File: config.mk
export PLATFORM = sky130hd
export DESIGN_NAME = serpar_driver
export DESIGN_NICKNAME = d
export VERILOG_FILES = /design/src/rtl/sp_pkg.sv /design/src/rtl/sp_fall_detect.sv /design/src/rtl/sp_shift_reg.sv /design/src/rtl/sp_hold_bank.sv /design/src/rtl/sp_out_map.sv /design/src/rtl/serpar_driver.sv
export SDC_FILE = /design/constraint.sdc
export NUM_CORES = 1
export LEC_CHECK = 0
export BUFFER_PORTS_ARGS = -buffer_cell sky130_fd_sc_hd__buf_2
export CORE_MARGIN = 1.5
export CORE_UTILIZATION = 57
export DETAILED_ROUTE_END_ITERATION = 16
export HOLD_SLACK_MARGIN = 0.12
export PLACE_DENSITY = 0.89
export SKIP_CTS_REPAIR_TIMING = 1
export SYNTH_ARGS = -nofsm -noshare
export SYNTH_HDL_FRONTEND = slang
export SYNTH_SLANG_ARGS = --single-unit
export TNS_END_PERCENT = 20
File: constraint.sdc
create_clock -name clk -period 1.3 [get_ports clk]
set_input_delay 0.065 -clock clk [delete_from_list [all_inputs] [get_ports clk]]
set_output_delay 0.065 -clock clk [all_outputs]
set_load 0.02 [all_outputs]
File: src/rtl/sp_pkg.sv
package sp_pkg;
  localparam int unsigned CH_DEFAULT = 32;

  typedef enum logic [1:0] {
    OM_FORCE_ON  = 2'd0,
    OM_FORCE_OFF = 2'd1,
    OM_INVERT    = 2'd2,
    OM_PASS      = 2'd3
  } out_mode_e;

  // blank_n low forces all channels; polarity picks on or off.
  // blank_n high passes held bits, inverted when polarity is low.
  function automatic out_mode_e decode_mode(input logic blank_n, input logic pol);
    out_mode_e m;
    case ({blank_n, pol})
      2'b00:   m = OM_FORCE_ON;
      2'b01:   m = OM_FORCE_OFF;
      2'b10:   m = OM_INVERT;
      default: m = OM_PASS;
    endcase
    return m;
  endfunction
endpackage

File: src/rtl/sp_fall_detect.sv
module sp_fall_detect (
  input  logic clk,
  input  logic rst_n,
  input  logic level_i,
  output logic fall_o
);
  logic prev_q;
  logic prev_d;

  always_comb begin
    prev_d = level_i;
  end

  always_ff @(posedge clk or negedge rst_n) begin
    if (!rst_n) prev_q <= 1'b0;
    else        prev_q <= prev_d;
  end

  assign fall_o = prev_q & ~level_i;

  // a detected fall leaves the input low, so two falls in a row cannot happen
  a_r2_single_fall: assert property (@(posedge clk) disable iff (!rst_n)
    fall_o |=> !fall_o);
endmodule

File: src/rtl/sp_shift_reg.sv
module sp_shift_reg #(
  parameter int WIDTH    = 32,
  parameter int SHIFT_UP = 1
) (
  input  logic             clk,
  input  logic             rst_n,
  input  logic             shift_en,
  input  logic             din,
  output logic [WIDTH-1:0] stages_o,
  output logic             tail_o
);
  logic [WIDTH-1:0] sr_q;
  logic [WIDTH-1:0] sr_d;

  generate
    if (SHIFT_UP != 0) begin : g_up
      always_comb begin
        sr_d = sr_q;
        if (shift_en) sr_d = {sr_q[WIDTH-2:0], din};
      end
      assign tail_o = sr_q[WIDTH-1];

      // new bit lands in stage 0, neighbour moves upward
      a_r3_entry: assert property (@(posedge clk) disable iff (!rst_n)
        shift_en |=> sr_q[0] == $past(din));
      a_r3_advance: assert property (@(posedge clk) disable iff (!rst_n)
        shift_en |=> sr_q[1] == $past(sr_q[0]));
    end else begin : g_down
      always_comb begin
        sr_d = sr_q;
        if (shift_en) sr_d = {din, sr_q[WIDTH-1:1]};
      end
      assign tail_o = sr_q[0];

      // new bit lands in the top stage, neighbour moves downward
      a_r10_entry: assert property (@(posedge clk) disable iff (!rst_n)
        shift_en |=> sr_q[WIDTH-1] == $past(din));
      a_r10_advance: assert property (@(posedge clk) disable iff (!rst_n)
        shift_en |=> sr_q[WIDTH-2] == $past(sr_q[WIDTH-1]));
    end
  endgenerate

  always_ff @(posedge clk or negedge rst_n) begin
    if (!rst_n) sr_q <= '0;
    else        sr_q <= sr_d;
  end

  assign stages_o = sr_q;

  // no fall, no movement
  a_r2_hold: assert property (@(posedge clk) disable iff (!rst_n)
    !shift_en |=> $stable(sr_q));
endmodule

File: src/rtl/sp_hold_bank.sv
module sp_hold_bank #(
  parameter int WIDTH = 32
) (
  input  logic             clk,
  input  logic             rst_n,
  input  logic             load_i,
  input  logic [WIDTH-1:0] d_i,
  output logic [WIDTH-1:0] q_o
);
  logic [WIDTH-1:0] hold_q;
  logic [WIDTH-1:0] hold_d;

  always_comb begin
    hold_d = hold_q;
    if (load_i) hold_d = d_i;
  end

  always_ff @(posedge clk or negedge rst_n) begin
    if (!rst_n) hold_q <= '0;
    else        hold_q <= hold_d;
  end

  assign q_o = hold_q;

  // with load low the bank keeps its value
  a_r4_keep: assert property (@(posedge clk) disable iff (!rst_n)
    !load_i |=> $stable(hold_q));
  // with load high the bank tracks the register one clock later
  a_r5_follow: assert property (@(posedge clk) disable iff (!rst_n)
    load_i |=> hold_q == $past(d_i));
endmodule

File: src/rtl/sp_out_map.sv
module sp_out_map
  import sp_pkg::*;
#(
  parameter int WIDTH = 32
) (
  input  logic             clk,
  input  logic             rst_n,
  input  logic             blank_n_i,
  input  logic             pol_i,
  input  logic [WIDTH-1:0] held_i,
  output logic [WIDTH-1:0] chan_o
);
  out_mode_e mode;

  always_comb begin
    mode = decode_mode(blank_n_i, pol_i);
  end

  generate
    for (genvar i = 0; i < WIDTH; i++) begin : g_ch
      always_comb begin
        case (mode)
          OM_FORCE_ON:  chan_o[i] = 1'b1;
          OM_FORCE_OFF: chan_o[i] = 1'b0;
          OM_INVERT:    chan_o[i] = ~held_i[i];
          default:      chan_o[i] = held_i[i];
        endcase
      end
    end
  endgenerate

  a_r6_all_on: assert property (@(posedge clk) disable iff (!rst_n)
    (!blank_n_i && !pol_i) |-> (&chan_o));
  a_r7_all_off: assert property (@(posedge clk) disable iff (!rst_n)
    (!blank_n_i && pol_i) |-> (chan_o == '0));
  a_r8_direct: assert property (@(posedge clk) disable iff (!rst_n)
    (blank_n_i && pol_i) |-> (chan_o == held_i));
  a_r9_inverted: assert property (@(posedge clk) disable iff (!rst_n)
    (blank_n_i && !pol_i) |-> ((chan_o ^ held_i) == '1));
endmodule

File: src/rtl/serpar_driver.sv
module serpar_driver #(
  parameter int WIDTH    = sp_pkg::CH_DEFAULT,
  parameter int SHIFT_UP = 1
) (
  input  logic             clk,
  input  logic             rst_n,
  input  logic             sclk_i,
  input  logic             sdata_i,
  input  logic             load_i,
  input  logic             blank_n_i,
  input  logic             pol_i,
  output logic             sdata_o,
  output logic [WIDTH-1:0] chan_o
);
  logic             shift_en;
  logic [WIDTH-1:0] stages;
  logic [WIDTH-1:0] held;

  initial begin
    if (WIDTH < 2) $error("WIDTH must be at least 2");
  end

  sp_fall_detect u_fall (
    .clk     (clk),
    .rst_n   (rst_n),
    .level_i (sclk_i),
    .fall_o  (shift_en)
  );

  sp_shift_reg #(.WIDTH(WIDTH), .SHIFT_UP(SHIFT_UP)) u_sr (
    .clk      (clk),
    .rst_n    (rst_n),
    .shift_en (shift_en),
    .din      (sdata_i),
    .stages_o (stages),
    .tail_o   (sdata_o)
  );

  sp_hold_bank #(.WIDTH(WIDTH)) u_hold (
    .clk    (clk),
    .rst_n  (rst_n),
    .load_i (load_i),
    .d_i    (stages),
    .q_o    (held)
  );

  sp_out_map #(.WIDTH(WIDTH)) u_map (
    .clk       (clk),
    .rst_n     (rst_n),
    .blank_n_i (blank_n_i),
    .pol_i     (pol_i),
    .held_i    (held),
    .chan_o    (chan_o)
  );

  // the cascade output only changes on a shift
  a_r3_tail_stable: assert property (@(posedge clk) disable iff (!rst_n)
    !shift_en |=> $stable(sdata_o));
endmodule

=== Yosys cells after proc, flatten, opt, wreduce, memory -nomap -nowiden ===
Index checks and enable logic that the tools add are counted.

* Equality and inequality tests: 4
* Muxes and demuxes: 33
* Bitwise logic cells: 34
* Reduce and logical (&&, ||, !) cells: 2

{| class="wikitable"
|+ Operators by type and width
! cell !! number
|-
| one-hot mux 1 bit (3 select lines) || 32
|-
| inverter 1 bit || 33
|-
| one-hot mux 2 bit (3 select lines) || 1
|-
| equality test 2 x 1 -> 1 bit (second input constant) || 2
|-
| equality test 2 bit (second input constant) || 2
|-
| zero test 2 bit || 2
|-
| AND 1 bit || 1
|}

* Register bits after elaboration: 65
* Input port bits: 7
* Output and inout bits: 33

=== Longest topological paths before layout ===
* Word-level depth: 4
* Depth in mapped cells: 4
* Gate-level depth less buffers: 2

=== By module ===
A second synthesis with hierarchy kept.

* Cell total of the unflattened synthesis: 210
* Area, all modules: 3211.8 µm²

{| class="wikitable"
|+ By module, submodules not included
! module !! instances !! cells each !! area each (µm²)
|-
| sp_shift_reg || 1 || 69 || 1352.5
|-
| sp_hold_bank || 1 || 68 || 1345.0
|-
| sp_out_map || 1 || 71 || 475.5
|-
| sp_fall_detect || 1 || 2 || 38.8
|}

=== Least setup slack after synthesis ===
Ideal clock, no wire load.

* Path kind: reg2reg
* Start point: register u_fall.prev_q
* End point: register u_sr.sr_q[0], in the netlist u_sr.stages_o[0]
* Data arrival time: 1003 ps
* Data required time: 1175 ps
* Slack: 172 ps
* Cell stages (with the launch flop): 5
* Buffers on the path: 2
* Period minus slack after synthesis: 1128 ps
* Path through: dfrtp_1 > nor2b_4 > buf_6 > buf_12 > mux2_4

* Cells in the longest elaborated chain, start to end: 1

{| class="wikitable"
|+ Ends and longest elaborated chain
! what !! line !! source
|-
| from (decl) || sp_fall_detect.sv:7 || <nowiki>logic prev_q;</nowiki>
|-
| from (signal assigned) || sp_fall_detect.sv:16 || <nowiki>else prev_q <= prev_d;</nowiki>
|-
| AND 1 bit || sp_fall_detect.sv:19 || <nowiki>assign fall_o = prev_q & ~level_i;</nowiki>
|-
| to (signal assigned) || sp_shift_reg.sv:45 || <nowiki>else sr_q <= sr_d;</nowiki>
|-
| to (decl) || sp_shift_reg.sv:12 || <nowiki>logic [WIDTH-1:0] sr_q;</nowiki>
|}

No other way between the ends.
A chain may end at the register's enable or synchronous reset.

=== Worst setup path in the final report ===
* Start point: register u_hold.hold_q[6], in the netlist u_hold.q_o[6]
* End point: output chan_o[6]

* Cells in the longest elaborated chain, start to end: 2

{| class="wikitable"
|+ Ends and longest elaborated chain
! what !! line !! source
|-
| from (decl) || sp_hold_bank.sv:10 || <nowiki>logic [WIDTH-1:0] hold_q;</nowiki>
|-
| from (signal assigned) || sp_hold_bank.sv:20 || <nowiki>else hold_q <= hold_d;</nowiki>
|-
| inverter 1 bit || sp_out_map.sv:25 || <nowiki>OM_INVERT: chan_o[i] = ~held_i[i];</nowiki>
|-
| one-hot mux 1 bit (3 select lines) * || sp_out_map.sv:22 || <nowiki>case (mode)</nowiki>
|-
| to (decl) || serpar_driver.sv:13 || <nowiki>output logic [WIDTH-1:0] chan_o</nowiki>
|}

Every way passes the cells marked *; elsewhere a longest branch is shown, timed or not.

==> impl_metrics.ini <==
[grt]
grt_overflow_total = 0
grt_antenna_before_repair = 0
track_usage = 0.188
grt_max_degree = 66
grt_pass1_vias = 1541
grt_pass1_wl_um = 7640

[sta]
min_period_ns = 1.24
rsz0062_at_grt = no
min_period_over_period = 0.950
finalHoldWorstSlack_ns = 0.232
setup_viol = 0
skew_ns = 0.00853
max_slew_margin = 0.617
worst_pin_slew_ns = 0.575
fmax_mhz = 810
finalMaxSlewViolations = 0
final-hold-violation-count = 0
setup-tns-final_ns = 0

[worst_setup_path]
critical_path_class = flip-flop to output port
slowest_stage = dfrtp_1
reg2reg_depth = 3
max_stage_delay_ns = 0.38
worst-r2r-setup-slack_ns = 0.14
startpoint_type = flip-flop
cp_cell_sequence = nand2_1, xor2_1, buf_2
crit_arrival_ns = 1.17
worstSetupEndpointType = output port
worst-path-max-fanout = 2
required_ns = 1.24

[detailed_routing]
viasPerCell = 5.01
routed_wl_um = 4810
detail-route-antenna-nets = 0
wl_per_cell_um = 14.8
vias = 1632
drc = 0
drt_iter0_markers = 88
firstDrtPassIters = 4

[run]
drv_cap = 0

[cts]
clkLatencyLatePin_ns = 0.34
cts_buffers = 9
clkSinkCount = 65
clkSlewWorstSetupHoldPaths_ns = 0.07
cts_tree = yes
clk_path_buf_depth = 2
root_buffer = clkbuf_8
cts_max_level = 3

[place]
post_dp_cell_area_mm2 = 0.00326
io_buffers = 39
dpl.hpwl_um = 2980
place_congestion = 0.707
dp_cells = 308

[logic_synthesis]
ys_seq_area_frac = 0.539
synth-seq-cells = 65
yosysTopAreaCell = dfrtp_1
syn_area_mm2 = 0.00302
postSynthCellCount = 209
synth_warnings = 0
avgSynthCellArea_um2 = 14.4
ys_types = 12
synth_area_leaders = dfrtp_1 (54%), mux2_4 (15%), mux2_2 (12%)
syn_nets = 216
yosysTopAreaCellShare = 0.539

[die]
start_util = 0.590
core_mm2 = 0.00511
die_x_um = 75.7
ios = 40
die-height_um = 75.7
rows = 26
dieArea_mm2 = 0.00574

[power_and_ir_drop]
power.total_mw = 5.78
p_leak_nw = 1.70
power.density_mw_per_mm2 = 1660
peakVddDrop_mv = 0.995

[layout]
antenna_cells = 0
fill_cells = 389
fin_area_mm2 = 0.00348
area_growth_pct = 15.5
nets = 259
register_area_mm2 = 0.00163
finalNonFillerCells = 326
drive_above_1_share = 0.473
multi_input_area_mm2 = 0.00125

[status]
run_status = finished clean

[min_path]
hold_path_class = primary input to flip-flop
hold_depth = 3
-- final timing paths --
kind | startpoint | to
worst max-delay path | u_hold.q_o[6] | chan_o[6]
worst min-delay path | load_i | u_hold.q_o[4]
worst max register to register | u_fall.prev_q | u_sr.stages_o[23]
worst min register to register | u_hold.q_o[4] | u_hold.q_o[4]
max in group asynchronous | rst_n | u_sr.stages_o[26]
min in group asynchronous | rst_n | u_hold.q_o[8]
-- through the flow --
stage,worst slack [ns],utilization
global placement,0.167,0.638
floorplan,0.172,-
CTS,0.0298,0.676
finish,0.0648,0.682
detailed placement,0.135,0.638
global route,0.00739,0.682
-- sequential cells by signal (all words and copies together), names as in the netlist --
register,count
u_hold.q_o,32
u_fall.prev_q,1
u_sr.stages_o,32
-- critical path, delay by kind of cell (launching register included) --
kind	cells	cell delay, ns
xor gates and xnor gates	1	0.18
buffers and inverters	1	0.20
DFF	1	0.38
and+or+nand+nor	1	0.07
-- synth_stat cells --
| cell | number |
|---|---|
| buf_12 | 3 |
| buf_2 | 4 |
| buf_4 | 6 |
| buf_6 | 1 |
| clkbuf_2 | 1 |
| dfrtp_1 | 65 |
| mux2_1 | 2 |
| mux2_2 | 32 |
| mux2_4 | 30 |
| nand2_1 | 32 |
| nor2b_4 | 1 |
| xor2_1 | 32 |
-- report_power, final --
group	switching [mW]	total [mW]	internal [mW]
combinational	0.602	1.32	0.716
sequential	0.304	2.77	2.46
clock	0.719	1.69	0.973
-- cells by family (layout without fill, tap and decap cells) --
kind of cell           Yosys count  in the layout  synth area share
XOR/XNOR                        32             32            0.0929
buffers and inverters           15             62            0.0469
flip-flops                      65             65             0.539
multiplexers                    64             64             0.276
AND/OR/NAND/NOR                 33             33            0.0444
-- placed cells by master (no fill, tap or decap) --
master,n
clkinv_2,2
clkbuf_1,1
xor2_1,32
clkbuf_8,11
mux2_2,32
nor2b_4,1
nand2_1,32
buf_12,5
buf_2,39
mux2_1,2
bufinv_16,1
mux2_4,30
dlygate4sd3_1,3
dfrtp_1,65
-- per-layer routing --
| metal | routed length (µm) | track usage | vias up | share of wire |
|---|---|---|---|---|
| li1 | - | - | 770 | - |
| met1 | 2240 | 0.253 | 826 | 0.47 |
| met2 | 2290 | 0.274 | 27 | 0.48 |
| met3 | 186 | 0.0688 | 9 | 0.039 |
| met4 | 93 | 0.0833 | 0 | 0.019 |
| met5 | 0 | 0 | - | 0 |
-- cell type report --
cell class,instances,share of cell area
sequential,65,0.467
multi-input combinational,129,0.358
timing repair buffer,47,0.0934
clock buffer,12,0.0446
tap,70,0.0252
clock inverter,3,0.0115
No activity file was read; power rests on OpenSTA's default activity.
